===== src/rtl/irq_sel_pkg.sv =====
package irq_sel_pkg;

    typedef enum logic [1:0] {
        PRIV_USER = 2'd0,
        PRIV_SUPV = 2'd1,
        PRIV_RSVD = 2'd2,
        PRIV_MACH = 2'd3
    } priv_e;

    localparam int unsigned IRQ_W_DEF     = 16;
    localparam int unsigned GUEST_SW_POS  = 2;
    localparam int unsigned GUEST_TMR_POS = 6;
    localparam int unsigned GUEST_EXT_POS = 10;

    // Global enable for one level: any lower privilege is always open,
    // the same privilege is open only with its enable bit.
    function automatic logic level_open(priv_e cur, priv_e lvl, logic en_bit);
        return (cur < lvl) || ((cur == lvl) && en_bit);
    endfunction

    function automatic logic [31:0] guest_bits();
        logic [31:0] m;
        m = '0;
        m[GUEST_SW_POS]  = 1'b1;
        m[GUEST_TMR_POS] = 1'b1;
        m[GUEST_EXT_POS] = 1'b1;
        return m;
    endfunction

endpackage


===== src/rtl/irq_sel_gate.sv =====
module irq_sel_gate #(
    parameter int unsigned W = 16
) (
    input  logic [W-1:0] cand_i,
    input  logic [W-1:0] deleg_i,
    input  logic         m_open_i,
    input  logic         s_open_i,
    output logic [W-1:0] allowed_o
);
    always_comb begin
        allowed_o = (cand_i & ~deleg_i & {W{m_open_i}})
                  | (cand_i &  deleg_i & {W{s_open_i}});
    end
endmodule


===== src/rtl/irq_sel_pick.sv =====
module irq_sel_pick #(
    parameter int unsigned W  = 16,
    parameter int unsigned IW = 5
) (
    input  logic [W-1:0]  vec_i,
    output logic          found_o,
    output logic [IW-1:0] idx_o
);
    // Lowest set bit wins: scan from the top so the last hit is the lowest.
    always_comb begin
        found_o = 1'b0;
        idx_o   = '0;
        for (int i = W - 1; i >= 0; i--) begin
            if (vec_i[i]) begin
                found_o = 1'b1;
                idx_o   = IW'(i);
            end
        end
    end
endmodule


===== src/rtl/irq_sel_stage.sv =====
module irq_sel_stage #(
    parameter int unsigned IW      = 5,
    parameter bit          REG_OUT = 1'b1
) (
    input  logic          clk_i,
    input  logic          rst_i,
    input  logic          take_d,
    input  logic [IW-1:0] idx_d,
    input  logic          hyp_d,
    output logic          take_q,
    output logic [IW-1:0] idx_q,
    output logic          hyp_q
);
    generate
        if (REG_OUT) begin : g_reg
            always_ff @(posedge clk_i) begin
                if (rst_i) begin
                    take_q <= 1'b0;
                    idx_q  <= '0;
                    hyp_q  <= 1'b0;
                end else begin
                    take_q <= take_d;
                    idx_q  <= idx_d;
                    hyp_q  <= hyp_d;
                end
            end
        end else begin : g_comb
            logic unused_clk;
            assign unused_clk = clk_i ^ rst_i;
            assign take_q = take_d;
            assign idx_q  = idx_d;
            assign hyp_q  = hyp_d;
        end
    endgenerate
endmodule


===== src/rtl/irq_prio_sel.sv =====
module irq_prio_sel
    import irq_sel_pkg::*;
#(
    parameter int unsigned IRQ_W   = IRQ_W_DEF,
    parameter bit          REG_OUT = 1'b1,
    localparam int unsigned IDX_W  = $clog2(IRQ_W) + 1
) (
    input  logic             clk_i,
    input  logic             rst_i,
    input  logic [IRQ_W-1:0] pend_i,
    input  logic [IRQ_W-1:0] enab_i,
    input  logic [IRQ_W-1:0] deleg_i,
    input  logic [1:0]       priv_i,
    input  logic             mie_i,
    input  logic             sie_i,
    input  logic             hyp_sie_i,
    input  logic             virt_i,
    output logic             take_o,
    output logic [IDX_W-1:0] idx_o,
    output logic             to_hyp_o
);
    localparam logic [IRQ_W-1:0] GMASK = IRQ_W'(guest_bits());

    priv_e            cur_priv;
    logic             m_open, s_open, h_open;
    logic [IRQ_W-1:0] cand, host_vec, tier2_src, tier2_ok;
    logic             host_hit, norm_hit;
    logic [IDX_W-1:0] host_idx, norm_idx;
    logic             take_d, hyp_d;
    logic [IDX_W-1:0] idx_d;

    always_comb begin
        cur_priv = priv_e'(priv_i);
        m_open   = level_open(cur_priv, PRIV_MACH, mie_i);
        s_open   = level_open(cur_priv, PRIV_SUPV, sie_i);
        h_open   = level_open(cur_priv, PRIV_SUPV, hyp_sie_i);
        cand     = pend_i & enab_i;
        host_vec = virt_i ? (cand & ~GMASK & {IRQ_W{h_open}}) : '0;
        tier2_src = virt_i ? ((cand & GMASK) >> 1) : cand;
    end

    irq_sel_pick #(.W(IRQ_W), .IW(IDX_W)) u_pick_host (
        .vec_i   (host_vec),
        .found_o (host_hit),
        .idx_o   (host_idx)
    );

    irq_sel_gate #(.W(IRQ_W)) u_gate (
        .cand_i    (tier2_src),
        .deleg_i   (deleg_i),
        .m_open_i  (m_open),
        .s_open_i  (s_open),
        .allowed_o (tier2_ok)
    );

    irq_sel_pick #(.W(IRQ_W), .IW(IDX_W)) u_pick_norm (
        .vec_i   (tier2_ok),
        .found_o (norm_hit),
        .idx_o   (norm_idx)
    );

    always_comb begin
        if (host_hit) begin
            take_d = 1'b1;
            idx_d  = host_idx;
            hyp_d  = 1'b1;
        end else begin
            take_d = norm_hit;
            idx_d  = norm_idx;
            hyp_d  = 1'b0;
        end
    end

    irq_sel_stage #(.IW(IDX_W), .REG_OUT(REG_OUT)) u_stage (
        .clk_i  (clk_i),
        .rst_i  (rst_i),
        .take_d (take_d),
        .idx_d  (idx_d),
        .hyp_d  (hyp_d),
        .take_q (take_o),
        .idx_q  (idx_o),
        .hyp_q  (to_hyp_o)
    );

    generate
        if (REG_OUT) begin : g_chk
            logic [IRQ_W-1:0] cand_q;
            logic             virt_q;
            always_ff @(posedge clk_i) begin
                if (rst_i) begin
                    cand_q <= '0;
                    virt_q <= 1'b0;
                end else begin
                    cand_q <= pend_i & enab_i;
                    virt_q <= virt_i;
                end
            end

            assert_empty_no_take_R1: assert property (@(posedge clk_i) disable iff (rst_i)
                ((pend_i & enab_i) == '0) |=> !take_o);

            assert_mach_closed_R2: assert property (@(posedge clk_i) disable iff (rst_i)
                (priv_i == 2'd3 && !mie_i && !virt_i) |=> !take_o);

            assert_user_open_R3: assert property (@(posedge clk_i) disable iff (rst_i)
                (priv_i == 2'd0 && !virt_i && (pend_i & enab_i) != '0) |=> take_o);

            assert_deleg_blocked_in_mach_R4: assert property (@(posedge clk_i) disable iff (rst_i)
                (priv_i == 2'd3 && !virt_i && (pend_i & enab_i & ~deleg_i) == '0) |=> !take_o);

            assert_idx_is_candidate_R5: assert property (@(posedge clk_i) disable iff (rst_i)
                (take_o && !virt_q) |-> cand_q[idx_o]);

            assert_hyp_needs_virt_R6: assert property (@(posedge clk_i) disable iff (rst_i)
                to_hyp_o |-> (take_o && virt_q));

            assert_reset_clears_R9: assert property (@(posedge clk_i)
                rst_i |=> (!take_o && !to_hyp_o && idx_o == '0));
        end
    endgenerate
endmodule


===== config.mk =====
export PLATFORM = sky130hd
export DESIGN_NAME = irq_prio_sel
export DESIGN_NICKNAME = d
export VERILOG_FILES = /design/src/rtl/irq_sel_pkg.sv /design/src/rtl/irq_sel_gate.sv /design/src/rtl/irq_sel_pick.sv /design/src/rtl/irq_sel_stage.sv /design/src/rtl/irq_prio_sel.sv
export SDC_FILE = /design/constraint.sdc
export NUM_CORES = 1
export LEC_CHECK = 0
export CAP_MARGIN = 15
export CORE_ASPECT_RATIO = 2
export CORE_MARGIN = 5
export CORE_UTILIZATION = 41
export DETAILED_ROUTE_END_ITERATION = 10
export PLACE_DENSITY_LB_ADDON = 0.15
export SLEW_MARGIN = 40
export SYNTH_ARGS = -nofsm -noshare
export SYNTH_HDL_FRONTEND = slang
export SYNTH_HIERARCHICAL = 1
export SYNTH_SLANG_ARGS = --single-unit

===== constraint.sdc =====
create_clock -name clk_i -period 3.3 [get_ports clk_i]
set_input_delay 0.825 -clock clk_i [delete_from_list [all_inputs] [get_ports clk_i]]
set_output_delay 0.825 -clock clk_i [all_outputs]
set_load 0.05 [all_outputs]

==> impl_results.md, run 1 <==
- Site row count: 28
- Max-slew violation count: 0
- DR DRC count: 0
- Reg power frac: 0.207
- Sw frac: 0.328
- # nets final: slightly above 300
- Number of global-route vias before repair: about 1600
- CTS tree: yes
- GRT Total Usage: 0.189
- Die width: 49.0 um
- Hold Fails Final Rpt: 0
- # H-tree levels: 1
- Mux cell area share after synthesis: 0.173
- Max stage delay on crit path: approximately 0.52 ns
- Hold EP: u_stage/idx_q[3]$_SDFF_PP0_
- Worst Hold Depth: 2
- Internal: between 0.2 and 0.3 mW
- Starting DRT DRC Count: 24
- Cell Area, Synth: 1250 sq um
- GPL Wtd Cong: between 0.8 and 0.9
- Syn Inst Count: roughly 180
- Post-Synth Adder-Cell Area: 0
- Switching pwr: around 0.15 mW
- Clock slew at reported path FFs: ~0.04 ns
- Post_cts resized: 0
- CTS hold repair buffers: 0
- Synthesized flop and latch total: 7
- Share of the synthesized area in the top cell type: 0.128
- Post-CTS Setup Inserts: 0
- Filler cells: 277
- Root Driver: clkbuf_8
- IO Count: 63
- Crit-path leading delay family: simple AND/OR/NAND/NOR gates
- GRT overflow: 0
- Top cell type by total area after synthesis: mux2i_1
- Die height: slightly below 90 um
- Largest net degree at the start of global routing: 17
- Crit path time final: slightly below 3 ns
- Critical-path top delay cell: clkdlybuf4s50_1
- Synth area leaders: mux2i_1 (13%), nor2b_1 (13%), dfxtp_1 (11%)
- WL per Instance: roughly 14 um
- Post-DRT Antenna Nets: 0
- Final worst path period share: 0.880
- Pin slew with the least headroom to its limit: 0.504 ns
- Buffers on Ports: 62
- Final setup vio count: 0
- Pleak: 0.810 nW
- Fmax: 0.344 GHz
- Status: finished clean
- Area delta synth->final: 57.0%
- Vias per cell: roughly 5.2
- Layout cell share with drive strength beyond 1: 0.130
- Clock sink count: 7
- Synthesized area per cell: just under 7 sq um
- Main combinational cell family by area after synthesis: simple AND/OR/NAND/NOR gates
- DRT Pass-1 Iters: 4
- Post-DP HPWL: ~3.4 mm
- Power share of the combinational group: 0.520
- CP required: between 3 and 4 ns
- Hold Startpoint: rst_i
- Pwr/cell area: approximately 230 nW/um^2
- Maximum fanout along the worst path: 13
- Setup TNS Final: 0 ns
- Clock buffer depth: 2
- Initial Util: 0.424
- Wirelength, routed: 3.85 mm
- Antenna violations before repair: 0
- CP Launch Type: input pin
- Xor/xnor share of the synthesized area: 0
- Total Power: between 0.4 and 0.5 mW
- Worst vdd ir: between 0.00015 and 0.0002 V
- Register area share after synthesis: 0.112
- Global-route wire length before repair: between 6 and 7 mm
- Post-synthesis simple-gate area fraction: 0.515
- Critical path data arrival time: around 3.0 ns
- Crit end category: flop
- Via Count: 1463
- Yosys cell types: 27
- Compound-gate portion of the synthesized area: 0.106
- Max cap viols: 0
- Crit path buf inv count: 1
- Syn. warnings: 6
- Type of the worst min-delay path: in -> reg
- Die area: 4320 sq um
- Number of inserted diodes: 0
- Total CTS buffers: 3
- Clock share of power: 0.273
- Crit Path Category: in -> reg
- Core box area: 2940 sq um
- RSZ-0062 raised after global routing: no
- CP cell instances: clkdlybuf4s50_1 > and2b_4 > nor3_2 > nor4_2 > and3_1 > nand4_1 > or2_2 > nor2b_1
- Max_slew headroom: 0.663
==> layout make-up <==
cell class | count | area, sq um | area share
multi-input combinational | 168 | 1030 | 0.527
timing repair buffer | 68 | 678 | 0.346
sequential | 7 | 140 | 0.0715
clock buffer | 4 | 45.0 | 0.0230
tap | 30 | 37.5 | 0.0191
inverter | 7 | 26.3 | 0.0134
==> per-stage QoR <==
stage | hold WS (ns) | setup slack, ns | utilization | std cells | cell area [sq um]
floorplan | 0.897 | 0.739 | - | 190 | 1280
global placement | 1.53 | 0.187 | 0.651 | 280 | 1920
detailed placement | 1.52 | 0.147 | 0.651 | 280 | 1920
CTS | 1.29 | 0.393 | 0.666 | 284 | 1960
global route | 1.32 | 0.233 | 0.666 | 284 | 1960
finish | 1.29 | 0.396 | 0.666 | 284 | 1960
==> cells in the final DEF (no fill, tap or decap), types with 5 or more instances in the layout <==
cell type        netlist  final
clkdlybuf4s50_1        0     62
nor2_1                27     27
nand2_1               26     26
nor2b_1               25     25
mux2i_1               16     16
conb_1                 3     11
nor3_2                10     10
a21oi_1                9      9
nor3_1                 7      7
inv_1                  7      7
dfxtp_1                7      7
nand3_1                5      5
o21ai_0                5      5
mux2_2                 5      5
buf_4                  3      5
==> synthesized netlist by cell type <==
| cell | number |
|---|---|
| nand2_1 | 26 |
| nand3_1 | 5 |
| nand3b_1 | 1 |
| nor2b_1 | 25 |
| nor4_2 | 4 |
| a31oi_1 | 2 |
| and2b_4 | 1 |
| o311a_2 | 2 |
| o22ai_1 | 2 |
| and3_1 | 2 |
| o21ai_0 | 5 |
| conb_1 | 3 |
| o31ai_1 | 2 |
| a21oi_1 | 9 |
| buf_6 | 5 |
| nor2_1 | 27 |
| mux2_2 | 5 |
| inv_1 | 7 |
| nand2b_4 | 1 |
| nor3_1 | 7 |
| dfxtp_1 | 7 |
| or2_2 | 1 |
| mux2i_1 | 16 |
| buf_4 | 3 |
| nor3b_1 | 2 |
| nand4_1 | 2 |
| nor3_2 | 10 |
==> worst max-delay path by stage <==
stage | slack, ns | cells after the start | from | to
floorplan | 0.74 | 11 | sie_i | u_stage/idx_q[0]$_SDFF_PP0_
global placement | 0.19 | 12 | sie_i | u_stage/idx_q[0]$_SDFF_PP0_
detailed placement | 0.15 | 8 | priv_i[0] | u_stage/take_q$_SDFF_PP0_
CTS | 0.39 | 8 | priv_i[0] | u_stage/take_q$_SDFF_PP0_
global route | 0.23 | 8 | virt_i | u_stage/take_q$_SDFF_PP0_
finish | 0.40 | 8 | priv_i[0] | u_stage/take_q$_SDFF_PP0_
==> state kept, by name (all words and copies together), names as in the netlist <==
signal / count
u_stage/hyp_q: 1
u_stage/idx_q: 5
u_stage/take_q: 1
==> power groups by stage <==
stage | Combinational (mW) | Sequential [mW] | Clock (mW)
3_5_place_dp | 0.231 | 0.0936 | 0
6_report | 0.232 | 0.0921 | 0.122
2_1_floorplan | 0.110 | 0.114 | 0
5_1_grt | 0.252 | 0.0925 | 0.129
3_3_place_gp | 0.229 | 0.0933 | 0
4_1_cts | 0.232 | 0.0922 | 0.123
==> cell families after synthesis <==
family / after synthesis
and+or+nand+nor: 114
AOI/OAI and AO/OA: 22
muxes: 21
buffers and inverters: 15
DFF: 7
other: 3
==> per-layer routing <==
layer / routed length [um] / track usage / vias to the layer above
met1: 1260 / 0.148 / 616
met3: 301 / 0.0477 / 17
li1: - / - / 755
met4: 183 / 0.123 / 0
met2: 2100 / 0.387 / 75
met5: 0 / 0 / -
Power figures use the tool's default switching activity.
==> run 2, diff against run 1 <==
--- a/config.mk
+++ b/config.mk
@@ -11,6 +11,7 @@
 export CORE_UTILIZATION = 41
 export DETAILED_ROUTE_END_ITERATION = 10
 export PLACE_DENSITY_LB_ADDON = 0.15
+export RECOVER_POWER = 25
 export SLEW_MARGIN = 40
 export SYNTH_ARGS = -nofsm -noshare
 export SYNTH_HDL_FRONTEND = slang
==> impl_results.md, run 2 (synthesis gave the netlist of run 1 again) <==
- Status: finished clean
- Hold EP: u_stage/idx_q[3]$_SDFF_PP0_
- Post-DRT Antenna Nets: 0 (unchanged)
- Largest regs: u_stage/idx_q (5), u_stage/hyp_q (1), u_stage/take_q (1)
- Max FFs per register: 5 (unchanged)
- GRT overflow: 0 (unchanged)
- Die width: 49.0 um (unchanged)
- CP required: 3.41 ns (about the same)
- Hold Startpoint: rst_i
- DRT Pass-1 Iters: 4 (unchanged)
- Max-slew violation count: 0 (unchanged)
- Pin slew with the least headroom to its limit: 0.509 ns (+0.00556 ns)
- Core box area: 2940 sq um (unchanged)
- CP cell instances: clkdlybuf4s50_1 > and2b_4 > nor3_2 > nor4_2 > and3_1 > nand4_1 > or2_2 > nor2b_1
- Die height: 88.0 um (unchanged)
- Crit path buf inv count: 1 (unchanged)
- Crit end category: flop
- Commonest non-fill, non-tap cells in the layout: clkdlybuf4s50_1 (59), nor2_1 (27), nand2_1 (26)
- CP Launch Type: input pin
- Worst path depth: 8 (unchanged)
- Post-DP HPWL: 3.37 mm (unchanged)
- Wirelength, routed: 3.84 mm (-0.10%)
- Final setup vio count: 0 (unchanged)
- Starting DRT DRC Count: 24 (unchanged)
- Global-route wire length before repair: 6.47 mm (unchanged)
- Final Cell Area: 1960 sq um (unchanged)
- Clock sink count: 7 (unchanged)
- Type of the worst min-delay path: in -> reg
- Dpl cells: 280 (unchanged)
- Max cap viols: 0 (unchanged)
- Fin cells: 284 (unchanged)
- Pleak: 0.817 nW (+0.87%)
- Number of inserted diodes: 0 (unchanged)
- Post-CTS Setup Inserts: 0 (unchanged)
- Die area: 4320 sq um (unchanged)
- Placed cell areas: 1920 sq um (unchanged)
- Fin util: 0.666 (unchanged)
- IO Count: 63 (unchanged)
- GPL Wtd Cong: 0.869 (unchanged)
- RSZ-0062 raised after global routing: no
- GRT Total Usage: 0.189 (unchanged)
- Filler cells: 277 (unchanged)
- Via Count: 1463 (unchanged)
- Pwr/cell area: 227 nW/um^2 (-0.30%)
- Largest net degree at the start of global routing: 17 (unchanged)
- Post_cts resized: 0 (unchanged)
- # nets final: 311 (unchanged)
- Antenna violations before repair: 0 (unchanged)
- Total CTS buffers: 3 (unchanged)
- Reg with most FFs: u_stage/idx_q
- Total Power: 0.444 mW (-0.30%)
- Hold Fails Final Rpt: 0 (unchanged)
- Crit Path Category: in -> reg
- Clock buffer depth: 2 (unchanged)
- Max stage delay on crit path: 0.52 ns (about the same)
- Fmax: 0.344 GHz (about the same)
- Worst vdd ir: 0.000157 V (-0.59%)
- Maximum fanout along the worst path: 13 (unchanged)
- Root Driver: clkbuf_8
- Crit path time final: 2.90 ns (-0.000157 ns)
- Clock slew at reported path FFs: 0.04 ns (about the same)
- Most common cell after layout, fill and taps aside: clkdlybuf4s50_1
- Crit-path leading delay family: simple AND/OR/NAND/NOR gates
- CTS hold repair buffers: 0 (unchanged)
- Number of global-route vias before repair: 1583 (unchanged)
- Buffers on Ports: 62 (unchanged)
- # H-tree levels: 1 (unchanged)
- Final worst path period share: 0.880 (about the same)
- Area delta synth->final: 57.0% (unchanged)
- Critical path data arrival time: 3.02 ns (about the same)
- DR DRC count: 0 (unchanged)
- Site row count: 28 (unchanged)
- WL per Instance: 13.5 um (-0.10%)
- CTS tree: yes
- Setup TNS Final: 0 ns (unchanged)
- Max_slew headroom: 0.659 (-0.00378)
- Worst Hold Depth: 2 (unchanged)
- Critical-path top delay cell: clkdlybuf4s50_1
- Layout cell share with drive strength beyond 1: 0.130 (unchanged)
- Initial Util: 0.424 (unchanged)
- Vias per cell: 5.15 (unchanged)
## run 2: changes by cell type in the layout (fill, tap and decap cells not counted)
| cell | previous run | this run |
|---|---|---|
| dlygate4sd3_1 | 0 | 3 |
| clkdlybuf4s50_1 | 62 | 59 |
## run 2: cell type report
cell class              count  area [sq um]  area share
clock buffers               4          45.0      0.0230
inverters                   7          26.3      0.0134
multi-input cells         168          1030       0.527
flip-flops and latches      7           140      0.0715
well taps                  30          37.5      0.0191
repair buffers             68           678       0.346
## run 2: where the power goes
group | internal, mW | leakage, nW | switching [mW]
logic | 0.124 | 0.736 | 0.107
registers | 0.0908 | 0.0581 | 0.00115
clock network | 0.0836 | 0.0228 | 0.0377
total | 0.298 | 0.817 | 0.146
## run 2: how the worst max path moves through the flow
stage	startpoint	endpoint
3_5_place_dp	priv_i[0]	u_stage/take_q$_SDFF_PP0_
4_1_cts	priv_i[0]	u_stage/take_q$_SDFF_PP0_
3_3_place_gp	sie_i	u_stage/idx_q[0]$_SDFF_PP0_
6_report	priv_i[0]	u_stage/take_q$_SDFF_PP0_
5_1_grt	virt_i	u_stage/take_q$_SDFF_PP0_
2_1_floorplan	sie_i	u_stage/idx_q[0]$_SDFF_PP0_
## run 2: per-stage QoR
stage,setup slack [ns],hold WS [ns]
after floorplan,0.739,0.897
after detailed placement,0.147,1.52
after CTS,0.393,1.29
after global placement,0.187,1.53
final,0.396,1.29
after global routing,0.233,1.32
## run 2: per-layer routing
layer  part of all wire  track usage  wire, um
met3              0.077       0.0477       296
met5                  0            0         0
met4              0.048        0.123       183
met2               0.55        0.387      2110
met1               0.33        0.148      1250
